$ cat src/rtl/dba_pkg.sv
package dba_pkg;
    typedef enum logic [2:0] {
        CYC_IDLE    = 3'd0,
        CYC_READ    = 3'd1,
        CYC_WRITE   = 3'd2,
        CYC_REFRESH = 3'd3,
        CYC_RELEASE = 3'd4,
        CYC_CTRL    = 3'd5
    } cyc_e;

    typedef enum logic [1:0] {
        OVL_NONE    = 2'd0,
        OVL_REFRESH = 2'd1,
        OVL_RELEASE = 2'd2
    } ovl_e;

    localparam logic [1:0] MODE_SINGLE = 2'd0;
    localparam logic [1:0] MODE_BURST  = 2'd1;
    localparam logic [1:0] MODE_BLOCK  = 2'd2;
endpackage

$ cat src/rtl/dba_pick.sv
module dba_pick #(
    parameter int N = 3
) (
    input  logic [N-1:0] req,
    output logic [N-1:0] onehot,
    output logic         any
);
    logic [N:0] seen;
    assign seen[0] = 1'b0;

    for (genvar i = 0; i < N; i++) begin : g_chain
        assign onehot[i]  = req[i] & ~seen[i];
        assign seen[i+1]  = seen[i] | req[i];
    end

    assign any = seen[N];
endmodule

$ cat src/rtl/dba_ovl.sv
module dba_ovl (
    input  logic        clk,
    input  logic        rst_n,
    input  logic        pair_active,
    input  logic        onchip_sel,
    input  logic        wbuf_busy,
    input  logic        refresh_req,
    input  logic        busrel_req,
    input  logic        wr_done,
    output logic [1:0]  ovl
);
    import dba_pkg::*;

    ovl_e ovl_d, ovl_q;

    always_comb begin
        ovl_d = ovl_q;
        if (ovl_q == OVL_REFRESH && !refresh_req) ovl_d = OVL_NONE;
        if (ovl_q == OVL_RELEASE && !busrel_req)  ovl_d = OVL_NONE;
        if (wr_done) begin
            ovl_d = OVL_NONE;
        end else if (ovl_q == OVL_NONE && pair_active && onchip_sel && !wbuf_busy) begin
            if (refresh_req)     ovl_d = OVL_REFRESH;
            else if (busrel_req) ovl_d = OVL_RELEASE;
        end
    end

    always_ff @(posedge clk or negedge rst_n) begin
        if (!rst_n) ovl_q <= OVL_NONE;
        else        ovl_q <= ovl_d;
    end

    assign ovl = ovl_q;
endmodule

$ cat src/rtl/dma_bus_arbiter.sv
module dma_bus_arbiter #(
    parameter int NCH = 3
) (
    input  logic                 clk,
    input  logic                 rst_n,
    input  logic [NCH-1:0]       ch_req,
    input  logic [NCH-1:0][1:0]  ch_mode,
    input  logic [NCH-1:0]       ch_last,
    input  logic [NCH-1:0]       ch_onchip,
    input  logic                 refresh_req,
    input  logic                 busrel_req,
    input  logic                 xfer_req,
    input  logic                 wbuf_busy,
    input  logic                 slot_done,
    output logic [NCH-1:0]       grant,
    output logic [2:0]           cyc,
    output logic [NCH-1:0]       req_clr,
    output logic [1:0]           ovl
);
    import dba_pkg::*;

    typedef struct packed {
        cyc_e           cyc;
        logic [NCH-1:0] grant;
        logic [NCH-1:0] owner;
        logic [NCH-1:0] clr;
        logic           lock;
    } arb_t;

    arb_t s_d, s_q;

    logic [NCH-1:0] pick_oh;
    logic           pick_any;
    logic [1:0]     pick_mode;
    logic           wr_done;
    logic           last_hit;
    logic           free_pt;
    logic           lock_now;

    dba_pick #(.N(NCH)) u_pick (
        .req    (ch_req),
        .onehot (pick_oh),
        .any    (pick_any)
    );

    always_comb begin
        pick_mode = MODE_SINGLE;
        for (int i = 0; i < NCH; i++) begin
            if (pick_oh[i]) pick_mode = ch_mode[i];
        end
    end

    assign wr_done  = (s_q.cyc == CYC_WRITE) && slot_done;
    assign last_hit = |(s_q.owner & ch_last);
    assign free_pt  = (s_q.cyc == CYC_IDLE) || (slot_done && s_q.cyc != CYC_READ);
    assign lock_now = s_q.lock && !(wr_done && last_hit);

    always_comb begin
        s_d     = s_q;
        s_d.clr = '0;
        if (s_q.cyc == CYC_READ && slot_done) begin
            s_d.cyc = CYC_WRITE;
        end else if (free_pt) begin
            s_d.grant = '0;
            s_d.lock  = lock_now;
            if (refresh_req) begin
                s_d.cyc = CYC_REFRESH;
            end else if (busrel_req) begin
                s_d.cyc = CYC_RELEASE;
            end else if (lock_now) begin
                s_d.cyc   = CYC_READ;
                s_d.grant = s_q.owner;
                s_d.clr   = s_q.owner;
            end else if (pick_any) begin
                s_d.cyc   = CYC_READ;
                s_d.grant = pick_oh;
                s_d.owner = pick_oh;
                s_d.clr   = pick_oh;
                s_d.lock  = (pick_mode == MODE_BURST) || (pick_mode == MODE_BLOCK);
            end else if (xfer_req) begin
                s_d.cyc = CYC_CTRL;
            end else begin
                s_d.cyc = CYC_IDLE;
            end
        end
    end

    always_ff @(posedge clk or negedge rst_n) begin
        if (!rst_n) s_q <= '0;
        else        s_q <= s_d;
    end

    dba_ovl u_ovl (
        .clk         (clk),
        .rst_n       (rst_n),
        .pair_active (s_q.cyc == CYC_READ || s_q.cyc == CYC_WRITE),
        .onchip_sel  (|(s_q.grant & ch_onchip)),
        .wbuf_busy   (wbuf_busy),
        .refresh_req (refresh_req),
        .busrel_req  (busrel_req),
        .wr_done     (wr_done),
        .ovl         (ovl)
    );

    assign grant   = s_q.grant;
    assign cyc     = s_q.cyc;
    assign req_clr = s_q.clr;
endmodule

$ cat config.mk
export PLATFORM = sky130hd
export DESIGN_NAME = dma_bus_arbiter
export DESIGN_NICKNAME = d
export VERILOG_FILES = /design/src/rtl/dba_pkg.sv /design/src/rtl/dba_pick.sv /design/src/rtl/dba_ovl.sv /design/src/rtl/dma_bus_arbiter.sv
export SDC_FILE = /design/constraint.sdc
export NUM_CORES = 1
export LEC_CHECK = 0
export BUFFER_PORTS_ARGS = -buffer_cell sky130_fd_sc_hd__buf_2
export CORE_MARGIN = 2
export CORE_UTILIZATION = 25
export CTS_BUF_LIST = sky130_fd_sc_hd__clkbuf_8
export CTS_CLUSTER_DIAMETER = 150
export CTS_CLUSTER_SIZE = 20
export DETAILED_ROUTE_END_ITERATION = 10
export GPL_ROUTABILITY_DRIVEN = 0
export PLACE_DENSITY = 0.44
export RECOVER_POWER = 25
export SKIP_CTS_REPAIR_TIMING = 1
export SLEW_MARGIN = 0
export SYNTH_ARGS = -nofsm -noshare
export SYNTH_HDL_FRONTEND = slang
export SYNTH_SLANG_ARGS = --single-unit
export TNS_END_PERCENT = 50
$ cat constraint.sdc
create_clock -name clk -period 4 [get_ports clk]
set_input_delay 0.4 -clock clk [delete_from_list [all_inputs] [get_ports clk]]
set_output_delay 0.4 -clock clk [all_outputs]
set_load 0.01 [all_outputs]
==> qor.yml <==
max_freq_mhz: 515
grt_max_degree: 16
h-tree-depth: 1
core.rowCount: 21
cts_root_buffer: "clkbuf_8"
finalWirelength_um: 1930
grt_use_total_pct: 10.4
slew_headroom_pct: 45.9
critPathArrivalTime_ps: 2080
die_x_um: 62.9
syn_area_per_cell_um2: 10.2
finalSetupViolCount: 0
status: "finished clean"
viasPerCell: 4.68
setup.worst_path.class: "reg -> reg"
multi_input_area_um2: 404
cts_buffers: 3
syn_inst: 85
syn_area_um2: 866
io_pins: 33
drv_cap: 0
start_util_pct: 25.9
syn_to_final_growth_pct: 21.2
tightest_slew_ps: 812
drive_gt1_share_pct: 36.9
io_buffers: 32
coreArea_um2: 3340
clock_skew_ps: 1.43
synth_top_cell_by_area: "dfrtp_1"
clkSinkCount: 15
globalRouteOverflowTotal: 0
dr.pass1.iters: 5
ys_seq_elements: 15
post-route-period-util_pct: 48.6
hold_class: "in -> async"
setup.worst_path.end_class: "register"
slew_violations: 0
fillers: 370
powerDensity_nw_per_um2: 454
antenna_left: 0
wire_per_inst_um: 12.3
synth_nets: 107
cts.path.max_buffers: 2
finalCriticalPeriod_ps: 1940
chipHeight_um: 62.9
num_antenna_cells: 0
first_global_vias: 681
final_net_count: 134
grt_pass1_wl_um: 3190
die-area_um2: 3950
hold_viol: 0
required_ps: 4140
dp_hpwl_um: 1480
drc: 0
peakVddDrop_mv: 0.131
yosysUniqueCellTypes: 31
insertion_delay_ps: 250
tns_ps: 0
path_max_fanout: 9
start_kind: "register"
grt_antenna_before_repair: 0
drt_iter0_drc: 31
dpl_cell_area_um2: 1000
cts_tree: "done"
seqCellArea_um2: 375
p_leak_nw: 0.494
synth_area_leaders: "dfrtp_1, buf_4, mux2i_1, a21oi_1, o21ai_0"
design_area_um2: 1050
synth_top_area_share_pct: 43.4
rsz0062_at_grt: "false"
yosysWarnings: 0
vias: 735
seq_area_frac_synth_pct: 43.4
clk_pin_slew_ps: 60
==> state kept, by name, summed over array words and instances (netlist names) <==
signal	cells
req_clr	3
cyc	3
s_q	4
u_ovl.ovl	2
grant	3
==> routing by layer <==
metal,global-route usage (%),vias up,wire length (um)
met5,0,-,0
met3,2.70,5,118
met2,15.3,28,869
met4,5.00,0,41
li1,-,359,-
met1,14.2,343,898
==> synth_stat cells <==
| cell | instances |
|---|---|
| dfrtp_1 | 15 |
| buf_4 | 9 |
| a21oi_1 | 7 |
| o21ai_0 | 7 |
| mux2i_1 | 4 |
| nand2_1 | 4 |
| nor2_1 | 4 |
| a22o_1 | 3 |
| nor2b_1 | 3 |
| a222oi_1 | 2 |
| inv_1 | 2 |
| nand3b_1 | 2 |
| nor3_1 | 2 |
| nor3b_1 | 2 |
| o32ai_1 | 2 |
| xnor2_1 | 2 |
| a211o_4 | 1 |
| a31oi_1 | 1 |
| and2_2 | 1 |
| and2b_1 | 1 |
| and2b_2 | 1 |
| and3_1 | 1 |
| and4_2 | 1 |
| buf_6 | 1 |
| nand4bb_1 | 1 |
| nor4_1 | 1 |
| o21ai_1 | 1 |
| o31ai_1 | 1 |
| or3_4 | 1 |
| or3b_4 | 1 |
| or4_1 | 1 |
==> layout make-up <==
cell class	count	area share, %
sequential	15	35.8
tap	46	5.48
inverter	2	0.715
clock inverter	1	0.477
clock buffer	3	3.93
timing repair buffer	32	15.1
multi-input combinational	58	38.5
==> through the flow <==
stage	hold slack (ps)	setup WS, ps	total power (W)	util [%]	cells
3_3_place_gp	325	2090	0.000357	30.1	153
5_1_grt	281	1990	0.000515	31.5	157
3_5_place_dp	331	2070	0.000357	30.1	153
4_1_cts	62.2	2060	0.000483	31.5	157
6_report	217	2060	0.000477	31.5	157
2_1_floorplan	104	2150	0.000321	-	85
==> cell families after synthesis <==
kind of cell              count (synthesis)  share of synthesized area [%]
DFF                                      15                           43.4
xor gates and xnor gates                  2                           2.02
muxes                                     4                           4.62
buffers and inverters                    12                           9.97
and+or+nand+nor                          27                           20.4
AOI/OAI and AO/OA                        25                           19.7
==> layout by cell type (no fill, tap or decap), types with 3 or more instances in the layout <==
cell	netlist	final
buf_2	0	31
dfrtp_1	15	15
o21ai_0	7	7
a21oi_1	7	7
mux2i_1	4	4
nor2_1	4	4
nand2_1	4	4
a22o_1	3	3
nor2b_1	3	3
clkbuf_8	0	3
==> worst paths after layout <==
check / depth (start not counted) / start / slack [ps] / to
max: 4 / cyc[1]$_DFFE_PN0P_ / 2060 / s_q[4]$_DFFE_PN0P_
min: 1 / rst_n / 220 / grant[0]$_DFFE_PN0P_
max reg2reg: 4 / cyc[1]$_DFFE_PN0P_ / 2060 / s_q[4]$_DFFE_PN0P_
min reg2reg: 2 / grant[1]$_DFFE_PN0P_ / 530 / grant[1]$_DFFE_PN0P_
max in group asynchronous: 1 / rst_n / 3280 / s_q[0]$_DFFE_PN0P_
min in group clk: 2 / slot_done / 430 / cyc[0]$_DFFE_PN0P_
==> where the power goes <==
group	internal, W	switching, W	leakage [nW]
clock	0.0000690	0.0000551	0.0255
combinational	0.0000706	0.0000735	0.272
sequential	0.000182	0.0000268	0.197
==> critical path: stages (launching register included) <==
cell and delay, ps:
dfrtp_1 460, or3_4 400, a211o_4 380, or3b_4 390
a22o_1 190
No activity file was read; power rests on OpenSTA's default activity.
